File: src/rtl/rgt_pkg.sv
package rgt_pkg;
    typedef enum logic [3:0] {
        ST_IDLE,
        ST_H1_PRE,
        ST_H1_RECT,
        ST_H1_POST,
        ST_H1_DEAD,
        ST_H2_PRE,
        ST_H2_RECT,
        ST_H2_POST,
        ST_H2_DEAD
    } rgt_state_e;
endpackage

File: src/rtl/rgt_cfg_limit.sv
module rgt_cfg_limit #(
    parameter int CNT_W = 8
) (
    input  logic             clk,
    input  logic             rst_n,
    input  logic             load_i,
    input  logic             run_i,
    input  logic [CNT_W-1:0] period_i,
    input  logic [CNT_W-1:0] dead_i,
    input  logic [CNT_W-1:0] son_i,
    input  logic [CNT_W-1:0] shift_i,
    output logic [CNT_W-1:0] full_o,
    output logic [CNT_W-1:0] half_o,
    output logic [CNT_W-1:0] pa_end_o,
    output logic [CNT_W-1:0] win_lo_o,
    output logic [CNT_W-1:0] win_hi_o
);
    localparam logic [CNT_W-1:0] MIN_HALF = CNT_W'(4);
    localparam logic [CNT_W-1:0] ONE      = CNT_W'(1);
    localparam logic [CNT_W-1:0] TWO      = CNT_W'(2);

    logic [CNT_W-1:0] h, two_h, d, w, s;

    always_comb begin
        h = period_i >> 1;
        if (h < MIN_HALF) h = MIN_HALF;
        two_h = h << 1;
        d = dead_i;
        if (d < ONE) d = ONE;
        if (d > h - TWO) d = h - TWO;
        if (son_i >= two_h) w = ONE;
        else                w = two_h - son_i;
        if (w > h - d) w = h - d;
        s = shift_i;
        if (s < d) s = d;
        if (s > h - w) s = h - w;
    end

    always_ff @(posedge clk or negedge rst_n) begin
        if (!rst_n) begin
            full_o   <= '0;
            half_o   <= '0;
            pa_end_o <= '0;
            win_lo_o <= '0;
            win_hi_o <= '0;
        end else if (load_i) begin
            full_o   <= two_h;
            half_o   <= h;
            pa_end_o <= h - d;
            win_lo_o <= h - s - w;
            win_hi_o <= h - s;
        end
    end


    cfg_hold_chk: assert property (@(posedge clk) disable iff (!rst_n)
        (run_i && !load_i) |=> ($stable(full_o) && $stable(win_lo_o) && $stable(pa_end_o)));

    win_inside_chk: assert property (@(posedge clk) disable iff (!rst_n)
        run_i |-> (win_lo_o < win_hi_o && win_hi_o <= pa_end_o && pa_end_o < half_o));
endmodule

File: src/rtl/rgt_period_ctr.sv
module rgt_period_ctr #(
    parameter int CNT_W = 8
) (
    input  logic             clk,
    input  logic             rst_n,
    input  logic             en,
    input  logic [CNT_W-1:0] full_i,
    output logic [CNT_W-1:0] cnt_o,
    output logic             run_o,
    output logic             load_o
);
    localparam logic [CNT_W-1:0] ONE = CNT_W'(1);

    assign load_o = en && (!run_o || cnt_o == full_i - ONE);

    always_ff @(posedge clk or negedge rst_n) begin
        if (!rst_n) begin
            cnt_o <= '0;
            run_o <= 1'b0;
        end else if (!en) begin
            cnt_o <= '0;
            run_o <= 1'b0;
        end else if (load_o) begin
            cnt_o <= '0;
            run_o <= 1'b1;
        end else begin
            cnt_o <= cnt_o + ONE;
        end
    end


    cnt_range_chk: assert property (@(posedge clk) disable iff (!rst_n)
        run_o |-> cnt_o < full_i);

    restart_zero_chk: assert property (@(posedge clk) disable iff (!rst_n)
        $rose(run_o) |-> cnt_o == '0);
endmodule

File: src/rtl/rgt_phase_fsm.sv
module rgt_phase_fsm
    import rgt_pkg::*;
#(
    parameter int CNT_W = 8
) (
    input  logic             clk,
    input  logic             rst_n,
    input  logic             run_i,
    input  logic [CNT_W-1:0] cnt_i,
    input  logic [CNT_W-1:0] half_i,
    input  logic [CNT_W-1:0] pa_end_i,
    input  logic [CNT_W-1:0] win_lo_i,
    input  logic [CNT_W-1:0] win_hi_i,
    output logic             pri_a_o,
    output logic             pri_b_o,
    output logic             sec_a_o,
    output logic             sec_b_o,
    output logic             frame_o
);
    rgt_state_e st_d, st_q;
    logic       frame_q;
    logic [CNT_W-1:0] pos;

    // next state from tick position within the half-period
    always_comb begin
        pos = (cnt_i >= half_i) ? cnt_i - half_i : cnt_i;
        if (!run_i) begin
            st_d = ST_IDLE;
        end else if (cnt_i < half_i) begin
            if      (pos < win_lo_i) st_d = ST_H1_PRE;
            else if (pos < win_hi_i) st_d = ST_H1_RECT;
            else if (pos < pa_end_i) st_d = ST_H1_POST;
            else                     st_d = ST_H1_DEAD;
        end else begin
            if      (pos < win_lo_i) st_d = ST_H2_PRE;
            else if (pos < win_hi_i) st_d = ST_H2_RECT;
            else if (pos < pa_end_i) st_d = ST_H2_POST;
            else                     st_d = ST_H2_DEAD;
        end
    end

    always_ff @(posedge clk or negedge rst_n) begin
        if (!rst_n) begin
            st_q    <= ST_IDLE;
            frame_q <= 1'b0;
        end else begin
            st_q    <= st_d;
            frame_q <= run_i && (cnt_i == '0);
        end
    end

    always_comb begin
        pri_a_o = 1'b0;
        pri_b_o = 1'b0;
        sec_a_o = 1'b0;
        sec_b_o = 1'b0;
        frame_o = frame_q;
        unique case (st_q)
            ST_IDLE:    ;
            ST_H1_PRE, ST_H1_POST: begin
                pri_a_o = 1'b1; sec_a_o = 1'b1; sec_b_o = 1'b1;
            end
            ST_H1_RECT: begin
                pri_a_o = 1'b1; sec_a_o = 1'b1;
            end
            ST_H1_DEAD, ST_H2_DEAD: begin
                sec_a_o = 1'b1; sec_b_o = 1'b1;
            end
            ST_H2_PRE, ST_H2_POST: begin
                pri_b_o = 1'b1; sec_a_o = 1'b1; sec_b_o = 1'b1;
            end
            ST_H2_RECT: begin
                pri_b_o = 1'b1; sec_b_o = 1'b1;
            end
            default:    ;
        endcase
    end


    rect_follows_chk: assert property (@(posedge clk) disable iff (!rst_n)
        (st_q == ST_H1_RECT) |=> (st_q inside {ST_H1_RECT, ST_H1_POST, ST_H1_DEAD, ST_IDLE}));

    dead_to_next_chk: assert property (@(posedge clk) disable iff (!rst_n)
        (st_q == ST_H1_DEAD && st_d != ST_H1_DEAD && run_i) |-> (st_d inside {ST_H2_PRE, ST_H2_RECT}));
endmodule

File: src/rtl/rgt_gate_timer.sv
module rgt_gate_timer #(
    parameter int CNT_W = 8
) (
    input  logic             clk,
    input  logic             rst_n,
    input  logic             en,
    input  logic [CNT_W-1:0] period_i,
    input  logic [CNT_W-1:0] dead_i,
    input  logic [CNT_W-1:0] son_i,
    input  logic [CNT_W-1:0] shift_i,
    output logic             gate_pri_a_o,
    output logic             gate_pri_b_o,
    output logic             gate_sec_a_o,
    output logic             gate_sec_b_o,
    output logic             frame_o
);
    logic [CNT_W-1:0] full, half, pa_end, win_lo, win_hi, cnt;
    logic             run, load;

    rgt_period_ctr #(.CNT_W(CNT_W)) ctr_i (
        .clk(clk), .rst_n(rst_n), .en(en), .full_i(full),
        .cnt_o(cnt), .run_o(run), .load_o(load)
    );

    rgt_cfg_limit #(.CNT_W(CNT_W)) cfg_i (
        .clk(clk), .rst_n(rst_n), .load_i(load), .run_i(run),
        .period_i(period_i), .dead_i(dead_i), .son_i(son_i), .shift_i(shift_i),
        .full_o(full), .half_o(half), .pa_end_o(pa_end),
        .win_lo_o(win_lo), .win_hi_o(win_hi)
    );

    rgt_phase_fsm #(.CNT_W(CNT_W)) fsm_i (
        .clk(clk), .rst_n(rst_n), .run_i(run), .cnt_i(cnt),
        .half_i(half), .pa_end_i(pa_end), .win_lo_i(win_lo), .win_hi_i(win_hi),
        .pri_a_o(gate_pri_a_o), .pri_b_o(gate_pri_b_o),
        .sec_a_o(gate_sec_a_o), .sec_b_o(gate_sec_b_o), .frame_o(frame_o)
    );


    pri_excl_chk: assert property (@(posedge clk) disable iff (!rst_n)
        !(gate_pri_a_o && gate_pri_b_o));

    dead_gap_chk: assert property (@(posedge clk) disable iff (!rst_n)
        $rose(gate_pri_b_o) |-> !$past(gate_pri_a_o));

    sec_overlap_chk: assert property (@(posedge clk) disable iff (!rst_n)
        (gate_pri_a_o || gate_pri_b_o) |-> (gate_sec_a_o || gate_sec_b_o));

    idle_low_chk: assert property (@(posedge clk) disable iff (!rst_n)
        (!en && !$past(en)) |=> !(gate_pri_a_o || gate_pri_b_o || gate_sec_a_o || gate_sec_b_o || frame_o));

    win_in_pri_chk: assert property (@(posedge clk) disable iff (!rst_n)
        !gate_sec_b_o && gate_sec_a_o |-> gate_pri_a_o);
endmodule

File: config.mk
export PLATFORM = sky130hd
export DESIGN_NAME = rgt_gate_timer
export DESIGN_NICKNAME = d
export VERILOG_FILES = /design/src/rtl/rgt_pkg.sv /design/src/rtl/rgt_cfg_limit.sv /design/src/rtl/rgt_period_ctr.sv /design/src/rtl/rgt_phase_fsm.sv /design/src/rtl/rgt_gate_timer.sv
export SDC_FILE = /design/constraint.sdc
export NUM_CORES = 1
export LEC_CHECK = 0
export ABC_AREA = 1
export ABC_CLOCK_PERIOD_IN_PS = 3350
export BUFFER_PORTS_ARGS = -buffer_cell sky130_fd_sc_hd__buf_2
export CORE_AREA = 2 2 98 100
export DETAILED_ROUTE_END_ITERATION = 8
export DIE_AREA = 0 0 100 102
export PLACE_DENSITY = 0.81
export SYNTH_ARGS = -nofsm -noshare
export SYNTH_HDL_FRONTEND = slang
export SYNTH_SLANG_ARGS = --single-unit
export TNS_END_PERCENT = 10
File: constraint.sdc
create_clock -name clk -period 3.35 [get_ports clk]
set_input_delay 1.005 -clock clk [delete_from_list [all_inputs] [get_ports clk]]
set_output_delay 1.005 -clock clk [all_outputs]
set_load 0.01 [all_outputs]
==> flow_summary.json, run 1 <==
{
  "outcome": "did not finish",
  "stop_stage": "5_1_grt",
  "error": "[ERROR GRT-0232] Routing congestion too high. Check the congestion heatmap in the GUI.",
  "ys_seq_area_share_pct": 20.0,
  "rows": 35,
  "preCtsSetupSlack_ns": -6.66,
  "cts_root_buffer": "clkbuf_8",
  "ys_top_cells_by_area": "ha_1 22%, dfrtp_1 20%, nand2_1 12%, inv_1 8.6%, o21ai_0 6.8%",
  "numCtsBuffers": 5,
  "clockBufferDepth": 2,
  "grt_overflow": 733,
  "synth_largest_area_cell": "ha_1",
  "syn_avg_cell_area_um2": 7.01,
  "yosys_register_bits": 45,
  "portBuffers": 38,
  "grt_max_degree": 46,
  "start_util_pct": 61.8,
  "synth_nets": 943,
  "die_h_um": 102,
  "cts_num_sinks": 45,
  "htree_levels": 2,
  "synth_top_area_share_pct": 21.8,
  "grt_use_total_pct": 91.1,
  "worstEpCategory": "register input",
  "hpwl_um": 12800,
  "syn-instance-count": 804,
  "die_width_um": 100,
  "gp_congestion": 0.929,
  "ys.flop_type": "dfrtp_1",
  "async_flop_share_pct": 100,
  "synth_warnings": 0,
  "crit_endpoint": "cfg_i.win_lo_o[7]$_DFFE_PN0P_/D",
  "synth-edff-count": 0,
  "netlist_area_um2": 5630,
  "synth_cell_type_count": 43,
  "placed_cells": 1103,
  "io_pins": 40
}
[cell usage after synthesis, types with 3 or more instances]
cell,number
nor3_1,11
a211oi_1,4
nand3_2,8
o21bai_1,3
or2_1,3
ha_1,98
dfrtp_1,45
nand2_4,3
xor2_1,25
o21ai_1,6
xnor2_1,15
a21oi_1,51
fa_1,6
inv_1,129
nand4_1,10
clkbuf_1,19
o21ai_0,77
nor2_1,37
inv_2,6
nand3_1,34
nand2_2,11
nand2_1,175
[per-stage QoR]
stage / hold slack, ns / utilization [%] / instance area [um2] / setup TNS [ns]
after floorplan: 0.448 / - / 5840 / -85.80
after detailed placement: 0.478 / 80.8 / 7360 / -101.93
after global placement: 0.468 / 80.8 / 7360 / -95.18
after CTS: 0.493 / 90.4 / 8230 / -85.51
[repair_timing]
item / in CTS
gates resized for setup: 76
buffers inserted: 63
hold buffers: 0
pin swaps: 71
endpoints found under the setup margin: 25
[logic make-up after synthesis]
kind of cell / share of synthesized area (%)
simple gates: 24.6
buf+inv: 10.5
compound gates: 14.8
fa+ha+maj: 23.9
flops: 20.0
xor+xnor: 6.22
[metal layers]
layer / global-route usage [%] / GRT overflow
met1: 80.8 / 3
met2: 128 / 584
met4: 107 / 136
met3: 61.1 / 10
met5: 4.33 / 0
==> run 2: changes to the inputs <==
Settings changed: CORE_AREA 2 2 98 100 to 2 2 122 124, DIE_AREA 0 0 100 102 to 0 0 124 126, PLACE_DENSITY 0.81 to unset, PLACE_DENSITY_LB_ADDON set to 0.15.
==> run 2 against run 1 <==
Against the previous run: the flow now finishes, with violations (negative setup slack); synthesized cell count stayed put; area after synthesis is the same.
==> flow_summary.json, run 2 <==
{
  "synth_top_area_share_pct": 21.8,
  "cts_num_sinks": 45,
  "gp_congestion": 0.900,
  "syn_avg_cell_area_um2": 7.01,
  "grt_use_total_pct": 22.2,
  "synth_warnings": 0,
  "wl_um": 17400,
  "maxCapViolations": 0,
  "synth_largest_area_cell": "ha_1",
  "rr_startpoint": "ctr_i.cnt_o[0]$_DFF_PN0_",
  "ys_seq_area_share_pct": 20.0,
  "violations": "negative setup slack",
  "whs_path_depth": 2,
  "yosys_register_bits": 45,
  "rsz0062_at_grt": "true",
  "gr-usage-met2_pct": 41.2,
  "fp.dieArea_um2": 15600,
  "powerDensity_nw_per_um2": 1050,
  "end_kind": "register",
  "netlist_area_um2": 5630,
  "cp.arrival_ns": 9.63,
  "period_share_pct": 282,
  "hold_class": "register to register",
  "fin_nets": 1202,
  "placed_cells": 1190,
  "n_antenna_cell": 0,
  "syn-instance-count": 804,
  "syn2layout_area_growth_pct": 54.2,
  "insertion_delay_ns": 0.29,
  "drc": 0,
  "ys_top_cells_by_area": "ha_1 22%, dfrtp_1 20%, nand2_1 12%, inv_1 8.6%, o21ai_0 6.8%",
  "regArea_um2": 1130,
  "start_util_pct": 39.4,
  "path_depth": 71,
  "rows": 44,
  "max_freq_mhz": 106,
  "portBuffers": 38,
  "setup_viol": 23,
  "r2r_end": "fsm_i.st_q[2]$_DFF_PN0_",
  "wire_per_inst_um": 14.0,
  "synth_cell_type_count": 43,
  "cp_num_buf_inv": 15,
  "finalSetupTns_ns": -90.86,
  "post_dp_cell_area_um2": 7560,
  "synth-edff-count": 0,
  "die_width_um": 124,
  "slew_headroom_pct": 33.4,
  "slowest_stage": "ha_1",
  "clk_pin_slew_worst_paths_ns": 0.06,
  "finalWorstSetupSlack_ns": -6.10,
  "clockBufferDepth": 2,
  "multi_input_area_um2": 4600,
  "numCtsBuffers": 5,
  "cts_root_buffer": "clkbuf_16",
  "cts_tree": "done",
  "final_area_um2": 8680,
  "synth_most_common_cell": "nand2_1",
  "io_pins": 40,
  "final_common_cell": "buf_4",
  "p_leak_nw": 4.54,
  "synth_common_cells": "175 x nand2_1, 129 x inv_1, 98 x ha_1, 77 x o21ai_0, 51 x a21oi_1",
  "tightest_slew_ns": 0.999,
  "core_region_area_um2": 14300,
  "holdWs_ns": 0.484,
  "synth_nets": 943,
  "worst_r2r_path_depth": 24,
  "cp.required_ns": 3.53,
  "hpwl_um": 13200,
  "cp_top_family": "simple AND/OR/NAND/NOR gates",
  "die_h_um": 126,
  "ir_drop_mv": 0.860,
  "crit_top_cell": "nand2_1",
  "drive_gt1_share_pct": 40.6,
  "fillers": 1269,
  "final_cells": 1247,
  "met3_usage_pct": 1.72,
  "vias_per_cell": 4.92,
  "drtIter0Drc": 267,
  "htree_levels": 2,
  "finalHoldViolCount": 0,
  "antenna_found_initial": 0,
  "grt_pass1_wl_um": 28000,
  "skew_ns": 0.00544,
  "drv_slew": 0,
  "hold_start": "cfg_i.pa_end_o[7]$_DFFE_PN0P_",
  "num_vias": 6131,
  "ys.flop_type": "dfrtp_1",
  "layout_min_cycle_time_ns": 9.45,
  "antenna_left": 0,
  "start_kind": "input port",
  "critPathKind": "input port to register",
  "most-common-layout-cells": "224 x buf_4, 149 x nand2_1, 117 x inv_1",
  "top_usage_layer": "met2",
  "cp_max_fo": 6,
  "r2r_setup_slack_ns": 0.30,
  "holdPathEnd": "cfg_i.pa_end_o[7]$_DFFE_PN0P_",
  "first_global_vias": 6139,
  "dr.pass1.iters": 5,
  "grt_max_degree": 54,
  "cpPeakStageDelay_ns": 0.41,
  "outcome": "finished, violations left",
  "grtUsageMet1_pct": 26.5,
  "async_flop_share_pct": 100,
  "grt_overflow": 0
}
## run 2: cell counts after synthesis
Identical to the previous run, type by type.
## run 2: tightest hold or removal path, stage by stage (launching register included)
cell	delay [ns]
dfrtp_1	0.34
nand2_1	0.05
o21ai_0	0.06
## run 2: cell families after synthesis
group | share of synthesized area [%]
buf+inv | 10.5
fa+ha+maj | 23.9
flops | 20.0
compound gates | 14.8
xor+xnor | 6.22
simple gates | 24.6
## run 2: cell type report
cell class	count	share of cell area [%]
sequential	45	13.0
clock inverter	2	0.403
tap	184	2.65
multi-input combinational	603	53.0
inverter	136	6.28
timing repair buffer	272	23.3
clock buffer	5	1.44
## run 2: power by group
group / total, mW / internal, mW / switching, mW / leakage (nW)
Clock: 0.556 / 0.347 / 0.210 / 0.0797
Combinational: 7.80 / 4.13 / 3.67 / 3.90
Sequential: 0.782 / 0.704 / 0.0784 / 0.568
Total: 9.14 / 5.18 / 3.95 / 4.54
## run 2: how the worst max path moves through the flow
stage | startpoint | endpoint | slack (ns)
2_1_floorplan | period_i[6] | cfg_i.win_lo_o[7]$_DFFE_PN0P_ | -5.93
3_3_place_gp | period_i[6] | cfg_i.win_lo_o[7]$_DFFE_PN0P_ | -6.37
3_5_place_dp | period_i[6] | cfg_i.win_lo_o[7]$_DFFE_PN0P_ | -6.80
4_1_cts | period_i[6] | cfg_i.win_lo_o[7]$_DFFE_PN0P_ | -6.06
5_1_grt | period_i[5] | cfg_i.win_lo_o[7]$_DFFE_PN0P_ | -6.66
6_report | period_i[5] | cfg_i.win_lo_o[7]$_DFFE_PN0P_ | -6.10
## run 2: what timing repair did
item,CTS,global route
endpoints found under the setup margin,27,28
gates cloned,0,1
buffers inserted,41,15
resized for setup,40,94
hold buffers,0,0
pin swaps,27,76
## run 2: through the flow
stage / setup WS (ns) / power (mW) / util [%]
floorplan: -5.93 / 4.33 / -
global placement: -6.37 / 6.42 / 52.8
detailed placement: -6.80 / 6.64 / 52.8
CTS: -6.06 / 8.12 / 57.4
global route: -6.66 / 9.97 / 60.7
finish: -6.10 / 9.14 / 60.7
## run 2: per-layer routing
layer  wire (um)  up-vias  part of all wire, %
li1            -     3145                    -
met1        7240     2806                   42
met2        9090      134                   52
met3         516       46                  3.0
met4         597        0                  3.4
met5           0        -                    0
(Power assumes the default switching activity.)
